### config.mk
export PLATFORM = sky130hd
export DESIGN_NAME = refresh_scheduler
export DESIGN_NICKNAME = d
export VERILOG_FILES = /design/src/rtl/refsched_pkg.sv /design/src/rtl/refsched_interval_timer.sv /design/src/rtl/refsched_owe_ctr.sv /design/src/rtl/refsched_hold_ctr.sv /design/src/rtl/refresh_scheduler.sv
export SDC_FILE = /design/constraint.sdc
export NUM_CORES = 1
export LEC_CHECK = 0
export CORE_ASPECT_RATIO = 1.25
export CORE_UTILIZATION = 60
export CTS_BUF_LIST = sky130_fd_sc_hd__clkbuf_4 sky130_fd_sc_hd__clkbuf_8
export DETAILED_ROUTE_END_ITERATION = 6
export PLACE_DENSITY = 0.79
export SLEW_MARGIN = 25
export SYNTH_ARGS = -nofsm -noshare
export SYNTH_HDL_FRONTEND = slang
export SYNTH_SLANG_ARGS = --single-unit
export TNS_END_PERCENT = 5
### constraint.sdc
create_clock -name clk -period 3.4 [get_ports clk]
set_clock_uncertainty 0.05 [all_clocks]
set_input_delay 0.68 -clock clk [delete_from_list [all_inputs] [get_ports clk]]
set_output_delay 0.68 -clock clk [all_outputs]
set_load 0.005 [all_outputs]
### src/rtl/refsched_pkg.sv
package refsched_pkg;

    typedef enum logic {
        RK_RUN  = 1'b0,
        RK_SELF = 1'b1
    } rank_mode_e;

    typedef struct packed {
        logic clear;
        logic tick;
        logic grant;
    } owe_evt_t;

    function automatic int unsigned max_u(input int unsigned a, input int unsigned b);
        return (a > b) ? a : b;
    endfunction

    function automatic int unsigned width_for(input int unsigned n);
        return (n < 2) ? 1 : $clog2(n + 1);
    endfunction

endpackage

### src/rtl/refsched_interval_timer.sv
module refsched_interval_timer
    import refsched_pkg::*;
#(
    parameter int unsigned IV_NORM = 6240,
    parameter int unsigned IV_HOT  = 3120
) (
    input  logic clk,
    input  logic rst,
    input  logic run,
    input  logic restart,
    input  logic hot,
    output logic tick
);
    localparam int unsigned W = width_for(max_u(IV_NORM, IV_HOT));

    logic [W-1:0] cnt_q;
    logic [W-1:0] reload;

    always_comb begin
        reload = hot ? W'(IV_HOT - 1) : W'(IV_NORM - 1);
    end

    assign tick = run && !restart && (cnt_q == '0);

    always_ff @(posedge clk) begin
        if (rst) begin
            cnt_q <= W'(IV_NORM - 1);
        end else if (restart) begin
            cnt_q <= reload;
        end else if (run) begin
            if (cnt_q == '0) cnt_q <= reload;
            else             cnt_q <= cnt_q - 1'b1;
        end
    end

    // expiry always reloads with one of the two configured intervals
    p_reload_value_r3: assert property (@(posedge clk) disable iff (rst)
        tick |=> ((cnt_q == W'(IV_NORM - 1)) || (cnt_q == W'(IV_HOT - 1))));

    // a stopped timer holds its count
    p_frozen_r7: assert property (@(posedge clk) disable iff (rst)
        (!run && !restart) |=> $stable(cnt_q));

endmodule

### src/rtl/refsched_owe_ctr.sv
module refsched_owe_ctr
    import refsched_pkg::*;
#(
    parameter int unsigned MAX_PEND = 8
) (
    input  logic     clk,
    input  logic     rst,
    input  owe_evt_t evt,
    output logic [width_for(MAX_PEND)-1:0] owed,
    output logic     full
);
    localparam int unsigned PW = width_for(MAX_PEND);

    logic [PW-1:0] owed_q;

    assign owed = owed_q;
    assign full = (owed_q == PW'(MAX_PEND));

    always_ff @(posedge clk) begin
        if (rst || evt.clear) begin
            owed_q <= '0;
        end else begin
            unique case ({evt.tick, evt.grant})
                2'b10:   if (!full) owed_q <= owed_q + 1'b1;
                2'b01:   owed_q <= owed_q - 1'b1;
                default: owed_q <= owed_q;
            endcase
        end
    end

    // never above the postponement limit
    p_owed_bound_r5: assert property (@(posedge clk) disable iff (rst)
        owed_q <= PW'(MAX_PEND));

    // a lone grant takes exactly one owed refresh away
    p_grant_dec_r4: assert property (@(posedge clk) disable iff (rst)
        (evt.grant && !evt.tick && !evt.clear) |=> (owed_q == $past(owed_q) - 1'b1));

    // grant plus expiry in one cycle leaves the count alone
    p_grant_tick_r4: assert property (@(posedge clk) disable iff (rst)
        (evt.grant && evt.tick && !evt.clear) |=> $stable(owed_q));

endmodule

### src/rtl/refsched_hold_ctr.sv
module refsched_hold_ctr
    import refsched_pkg::*;
#(
    parameter int unsigned SPAN = 128
) (
    input  logic clk,
    input  logic rst,
    input  logic start,
    output logic active
);
    localparam int unsigned HW = width_for(SPAN);

    logic [HW-1:0] cnt_q;

    assign active = (cnt_q != '0);

    always_ff @(posedge clk) begin
        if (rst)         cnt_q <= '0;
        else if (start)  cnt_q <= HW'(SPAN);
        else if (active) cnt_q <= cnt_q - 1'b1;
    end

    // a started window runs to its end without reloading early
    p_hold_down_r6: assert property (@(posedge clk) disable iff (rst)
        (active && !start) |=> (cnt_q == $past(cnt_q) - 1'b1));

endmodule

### src/rtl/refresh_scheduler.sv
module refresh_scheduler
    import refsched_pkg::*;
#(
    parameter int unsigned TREFI_NORM = 6240,
    parameter int unsigned TREFI_HOT  = 3120,
    parameter int unsigned TRFC       = 128,
    parameter int unsigned XS_EXTRA   = 8,
    parameter int unsigned MAX_PEND   = 8
) (
    input  logic clk,
    input  logic rst,
    input  logic temp_hot,
    input  logic arb_gnt,
    input  logic sr_enter,
    input  logic sr_exit,
    output logic ref_req,
    output logic ref_urgent,
    output logic rank_busy
);
    localparam int unsigned TXS = max_u(5, TRFC + XS_EXTRA);
    localparam int unsigned PW  = width_for(MAX_PEND);

    rank_mode_e    mode_q;
    logic          tick;
    logic          grant_now;
    logic          rfc_act;
    logic          xs_act;
    logic          enter_ok;
    logic          exit_ok;
    logic [PW-1:0] owed;
    logic          owed_full;
    owe_evt_t      evt;

    assign ref_req    = (mode_q == RK_RUN) && (owed != '0) && !rfc_act && !xs_act;
    assign grant_now  = ref_req && arb_gnt;
    assign rank_busy  = grant_now || rfc_act || xs_act || (mode_q == RK_SELF);
    assign ref_urgent = owed_full;
    assign enter_ok   = sr_enter && (mode_q == RK_RUN) && !rank_busy;
    assign exit_ok    = sr_exit && (mode_q == RK_SELF);

    always_comb begin
        evt.clear = enter_ok;
        evt.tick  = tick;
        evt.grant = grant_now;
    end

    always_ff @(posedge clk) begin
        if (rst)           mode_q <= RK_RUN;
        else if (enter_ok) mode_q <= RK_SELF;
        else if (exit_ok)  mode_q <= RK_RUN;
    end

    refsched_interval_timer #(
        .IV_NORM (TREFI_NORM),
        .IV_HOT  (TREFI_HOT)
    ) u_timer (
        .clk     (clk),
        .rst     (rst),
        .run     (mode_q == RK_RUN),
        .restart (exit_ok),
        .hot     (temp_hot),
        .tick    (tick)
    );

    refsched_owe_ctr #(
        .MAX_PEND (MAX_PEND)
    ) u_owe (
        .clk   (clk),
        .rst   (rst),
        .evt   (evt),
        .owed  (owed),
        .full  (owed_full)
    );

    // grant cycle plus TRFC-1 following cycles
    refsched_hold_ctr #(
        .SPAN (TRFC - 1)
    ) u_rfc_hold (
        .clk    (clk),
        .rst    (rst),
        .start  (grant_now),
        .active (rfc_act)
    );

    refsched_hold_ctr #(
        .SPAN (TXS)
    ) u_xs_hold (
        .clk    (clk),
        .rst    (rst),
        .start  (exit_ok),
        .active (xs_act)
    );

    // the cycle after a grant is still blocked
    p_busy_after_grant_r6: assert property (@(posedge clk) disable iff (rst)
        (grant_now && (TRFC > 1)) |=> (rank_busy && !ref_req));

    // nothing is owed and nothing is requested during self refresh
    p_sr_quiet_r7: assert property (@(posedge clk) disable iff (rst)
        (mode_q == RK_SELF) |-> ((owed == '0) && !ref_req));

    // the first cycle after leaving self refresh is blocked
    p_exit_hold_r8: assert property (@(posedge clk) disable iff (rst)
        exit_ok |=> (rank_busy && (mode_q == RK_RUN)));

    // urgency only with refreshes owed in normal operation
    p_urgent_owed_r5: assert property (@(posedge clk) disable iff (rst)
        ref_urgent |-> (owed != '0));

endmodule

# Word level (Yosys, flattened, before mapping)
# Index checks and enable logic that the tools add are counted.
# op_classes
n_addsub,5
n_lt_le_gt_ge,0
bitwise_logic,1
n_mux,12
shifts,0
div_mod_pow,0
n_reduce_logical,27
n_mul,0
eq_ne,5
# ops
operator,n
13-bit 2-to-1 mux,4
8-bit 2-to-1 mux,2
7-bit 2-to-1 mux,2
13-bit logical NOT,1
"13-bit by 1-bit subtractor with 13-bit output, second input constant",1
1-bit logical AND,9
4-bit one-hot mux with 2 select lines,1
2-bit nonzero test,4
8-bit nonzero test,1
"8-bit by 1-bit subtractor with 8-bit output, second input constant",1
7-bit nonzero test,1
"7-bit by 1-bit subtractor with 7-bit output, second input constant",1
"4-bit by 1-bit adder with 4-bit output, second input constant",1
"4-bit == test, second input constant",1
1-bit logical NOT,4
1-bit logical OR,4
4-bit 2-to-1 mux,1
4-bit nonzero test,1
"4-bit by 1-bit subtractor with 4-bit output, second input constant",1
"2-bit by 1-bit == test with 1-bit output, second input constant",1
"2-bit == test, second input constant",1
1-bit 2-to-1 mux,2
"2-bit by 1-bit != test with 1-bit output, second input constant",1
"2-bit != test, second input constant",1
other kinds (3),3
# word_totals
mem_count,0
ram_bits,0
register_bits,33
latchBits,0
out_inout_bits,3
mem_bits_ro,0
wordCells,56

# Longest topological paths before layout
# depth
ltp_word,11
depth_mapped,11

# Hierarchy
# From an unflattened synthesis, not the netlist that was laid out.
# hier_totals
hier_cells,243
area_unflattened_um2,2040.7
# modules_own_cells
module,n_inst,area_each_um2,cells_per_inst
refsched_interval_timer,1,830.8,104
refsched_hold_ctr at u_xs_hold,1,435.4,49
refsched_hold_ctr at u_rfc_hold,1,399.1,45
refsched_owe_ctr,1,261.5,31
refresh_scheduler,1,113.9,14

# Worst setup path before layout
# OpenSTA, ideal clock, no wires.
# synth_timing
path_kind,register to register
start,reg u_timer.cnt_q[0]
end,"reg u_owe.owed_q[2], in the netlist u_owe.owed[2]"
setup_slack_ns,0.933
setup_ns,0.078
t_arrival_ns,2.340
t_required_ns,3.272
path_stages_with_launch,12
path_cell_list,dfxtp_1 inv_1 ha_1 or4b_1 nor4_1 nor3_1 xor2_1 ha_1 nor2_1 nand4_1 and3b_1 nor3_1
# synth_via
elab_chain_cells,5
elab_cells_between_ends,8
classes_between,3 x eq/ne; 1 x mux; 4 x reduce/logical
# synth_rtl
item,line_no,source
start: declaration,refsched_interval_timer.sv:16,logic [W-1:0] cnt_q;
start signal: assignment,refsched_interval_timer.sv:27,cnt_q <= W'(IV_NORM - 1);
start signal: assignment,refsched_interval_timer.sv:29,cnt_q <= reload;
start signal: assignment,refsched_interval_timer.sv:31,if (cnt_q == '0) cnt_q <= reload;
13-bit logical NOT *,refsched_interval_timer.sv:23,assign tick = run && !restart && (cnt_q == '0);
1-bit logical AND *,refsched_interval_timer.sv:23,
2-bit == test / 2-bit by 1-bit == test with 1-bit output (equally long branches),refsched_owe_ctr.sv:23,"unique case ({evt.tick, evt.grant})"
2-bit != test (no line) / 2-bit nonzero test (equally long branches),-,
2-bit AND reduction (no line),-,
end signal: assignment,refsched_owe_ctr.sv:24,2'b10: if (!full) owed_q <= owed_q + 1'b1;
end signal: assignment,refsched_owe_ctr.sv:25,2'b01: owed_q <= owed_q - 1'b1;
end signal: assignment,refsched_owe_ctr.sv:26,default: owed_q <= owed_q;
end: declaration,refsched_owe_ctr.sv:14,logic [PW-1:0] owed_q;
# Every way passes the cells marked *; elsewhere a longest branch is shown, timed or not.
# A chain may end at the register's enable or synchronous reset.

# Worst setup path in the final report
# layout_timing
start,reg u_xs_hold.cnt_q[0]
end,out ref_req
# layout_via
elab_chain_cells,3
# layout_rtl
item,line_no,source
start: declaration,refsched_hold_ctr.sv:13,logic [HW-1:0] cnt_q;
start signal: assignment,refsched_hold_ctr.sv:19,else if (start) cnt_q <= HW'(SPAN);
start signal: assignment,refsched_hold_ctr.sv:20,else if (active) cnt_q <= cnt_q - 1'b1;
8-bit nonzero test,refsched_hold_ctr.sv:15,assign active = (cnt_q != '0);
1-bit logical NOT,refresh_scheduler.sv:34,assign ref_req = (mode_q == RK_RUN) && (owed != '0) && !rfc_act && !xs_act;
1-bit logical AND,refresh_scheduler.sv:34,
end: declaration,refresh_scheduler.sv:16,"output logic ref_req,"
# No other way between the ends.

==> impl_summary.txt <==
----------------------------------------------------
[Status]
  Status ... finished clean

[Clock tree]
  Number of clock sinks ... 33
  CTS Buf Count ... 5
  Clock transition at the registers of the reported paths ... 0.09 ns
  Post-cts hold buffer count ... 0
  Worst-case clock buffer depth ... 2
  Clk_lat worst skew ... about 0.35 ns
  Clock root buffer ... clkbuf_4
  Max H-tree Level ... 2
  TritonCTS clock tree ... built

[Drt]
  Length of the first detailed-routing pass in iterations ... 4
  Number of routed nets with antenna violations ... 0
  Detail-routed via count per cell ... 6.18
  Drt wl/cell ... roughly 15 um
  Routed vias ... roughly 1,700
  Routed Wire Length ... between 4000 and 5000 um
  Iteration-0 DRC count of the detailed router ... 57
  Drc violations ... 0

[Synthesis]
  Async set or reset register ratio after synthesis ... 0%
  Top-area cell type share of the netlist area ... 34.8%
  Number of distinct library cell variants in the gate-level netlist after synthesis ... 48
  Number of synthesis warnings ... 0
  Top area cells in the synthesized netlist ... dfxtp_1 35%, a21oi_1 5.5%, xnor2_1 5.1%
  Predominant post-synthesis flop cell ... dfxtp_1
  Top cell type by total area after synthesis ... dfxtp_1
  Total nets after synthesis ... 244
  Count of flip-flops with a built-in enable after synthesis ... 0
  Proportion of synthesized chip area in sequential cells ... 34.8%
  Post-synthesis sequential element count ... 33
  Area of the mapped netlist ... 1900 sq um
  Syn_area_per_cell ... 8.21 sq um
  Gate Count Post-Synth ... between 200 and 250

[Global route]
  Sum of overflow across all layers after global routing ... 0
  GRT Resource Usage Total ... 27.7%
  Vias in the first global route ... 1,696
  Antenna violations before repair ... 0
  Global-route wire length before repair ... approximately 7200 um
  Maximum number of pins on one net before global-route repair ... 15

[Layout]
  Share of layout cells above drive strength 1 ... 10.2%
  Non-filler cells, final ... 282
  Sequential cell area ... approximately 660 sq um
  Final-stage net count ... 258
  Number of filler instances in the final layout ... 247
  Area growth from synthesis to layout ... 11.8%
  Multi-input gate area in the final layout ... 1180 sq um
  Diode insertion count for antenna repair ... 0

[STA]
  Final number of max-transition violations ... 0
  Clock period minus final worst setup slack ... ~3.2 ns
  Remaining max-slew budget at the tightest pin ... 59.4%
  Maximum frequency from static timing analysis ... 313 MHz
  Final setup violation count ... 0
  Setup repair after global routing missed its margin ... false
  Final-layout worst hold slack ... approximately 0.49 ns
  Final hold violation count ... 0
  Share of the clock period used by the worst path ... 94.0%
  Least-Margin Pin Slew ... 0.603 ns
  Setup TNS ... 0 ns

[Run]
  Max Cap Viol ... 0

[Placement]
  Number of cells in the design after placement ... 274
  Number of I/O port buffers ... 8
  DP Wirelength ... 3160 um
  Weighted congestion at the end of routability-driven global placement ... 0.784

[Die]
  Initial Util ... 63.8%
  Area of the die ... around 3400 sq um
  Number of placement rows ... 22
  Die height ... ~65 um
  Die width ... 52.3 um
  Core region area ... 2970 sq um
  Number of top-level pins ... 9

[Setup path]
  Maximum fanout count along the critical path ... 5
  WS Path Type ... register to output pin
  Critical path data required time ... around 2.7 ns
  Critical path endpoint category ... output pin
  Nature of the critical path startpoint ... register
  Crit path DAT ... 2.47 ns

[Pwr]
  Peak VDD IR ... ~0.00065 V
  Leakage power figure ... 0.772 nW
  Power per cell area ... 734 nW/um^2

[Min path]
  Class of the tightest hold or removal check ... register to register

----------------------------------------------------
report_power, final:
group	switching, mW	leakage [nW]	internal, mW	total [mW]
combinational	0.355	0.453	0.314	0.670
sequential	0.0910	0.270	0.480	0.571
clock	0.132	0.0489	0.184	0.316
kinds of logic (layout without fill, tap and decap cells):
group | count (synthesis) | in the layout | synth area share, %
AOI/OAI and AO/OA | 51 | 51 | 16.8
xor gates and xnor gates | 16 | 16 | 7.39
adders and majority gates | 7 | 7 | 4.62
buffers and inverters | 14 | 29 | 3.17
DFF | 33 | 33 | 34.8
muxes | 1 | 1 | 0.528
and+or+nand+nor | 109 | 109 | 32.7
cell usage after synthesis (6+ instances only):
library cell	instances
dfxtp_1	33
a21oi_1	21
nor2_1	21
nand2_1	16
nor3_1	16
xnor2_1	11
inv_1	9
o21ai_0	9
or3_1	8
ha_1	7
nor4_1	7
nand2b_1	6
area by class of cell:
cell class | count | share of cell area [%]
Sequential cell | 33 | 31.2
Multi-Input combinational cell | 184 | 55.8
Timing Repair Buffer | 12 | 5.19
Clock buffer | 7 | 2.77
Tap cell | 36 | 2.12
Clock inverter | 1 | 1.42
Inverter | 9 | 1.59
routing by layer:
metal | GRT usage, % | vias up | part of all wire (%)
li1 | - | 880 | -
met1 | 30.3 | 817 | 45
met2 | 47.8 | 33 | 49
met3 | 7.28 | 14 | 3.7
met4 | 13.5 | 0 | 2.2
met5 | 0 | - | 0
cell usage in the layout (no fill, tap or decap), types with 2 or more instances in the layout:
cell type	count
dfxtp_1	33
a21oi_1	21
nor2_1	21
nor3_1	16
nand2_1	16
xnor2_1	11
inv_1	9
o21ai_0	9
or3_1	8
clkdlybuf4s50_1	8
ha_1	7
nor4_1	6
nand2b_1	6
clkbuf_4	6
xor2_1	5
nand4_1	4
nand3b_1	4
buf_4	4
or4_4	3
or4_1	3
or2_2	3
nand3_1	3
a211oi_1	3
nor4b_1	2
or3b_2	2
or4b_2	2
nor2b_1	2
o2111ai_1	2
o211ai_1	2
o21bai_1	2
o21a_1	2
worst max-delay path, cell delays in order (launching register included):
cell and delay (ns):
dfxtp_1 0.37, inv_1 0.09, ha_1 0.17, or4b_2 0.61, nor4_2 0.21, nor2b_1 0.18, clkdlybuf4s50_1 0.51
per-stage QoR:
step	power, mW	util [%]	setup WS, ns	cell area, sq um
finish	1.56	71.3	0.204	2120
global route	1.67	71.3	0.0667	2120
CTS	1.55	71.1	0.160	2110
detailed placement	1.23	68.1	0.503	2030
global placement	1.20	68.1	0.607	2030
floorplan	1.07	-	0.933	1900
sequential cells by signal, indices dropped and copies added (netlist names):
register / cells
mode_q: 1
u_owe.owed: 4
u_rfc_hold.cnt_q: 7
u_timer.cnt_q: 13
u_xs_hold.cnt_q: 8
repair_timing:
item / in CTS / in global routing
gates resized for setup: 0 / 1
setup buffers: 0 / 0
endpoints found under the setup margin: 0 / 2
worst paths after layout:
kind	depth (start not counted)	startpoint	slack (ns)	endpoint
hold reg to reg	1	u_timer.cnt_q[11]	0.49	u_timer.cnt_q[11]
setup reg to reg	11	u_timer.cnt_q[0]	0.42	u_owe.owed[2]
hold / removal	1	u_timer.cnt_q[11]	0.49	u_timer.cnt_q[11]
setup / recovery	6	u_xs_hold.cnt_q[0]	0.20	ref_req
Note: power is estimated with default switching activity, not from simulation.
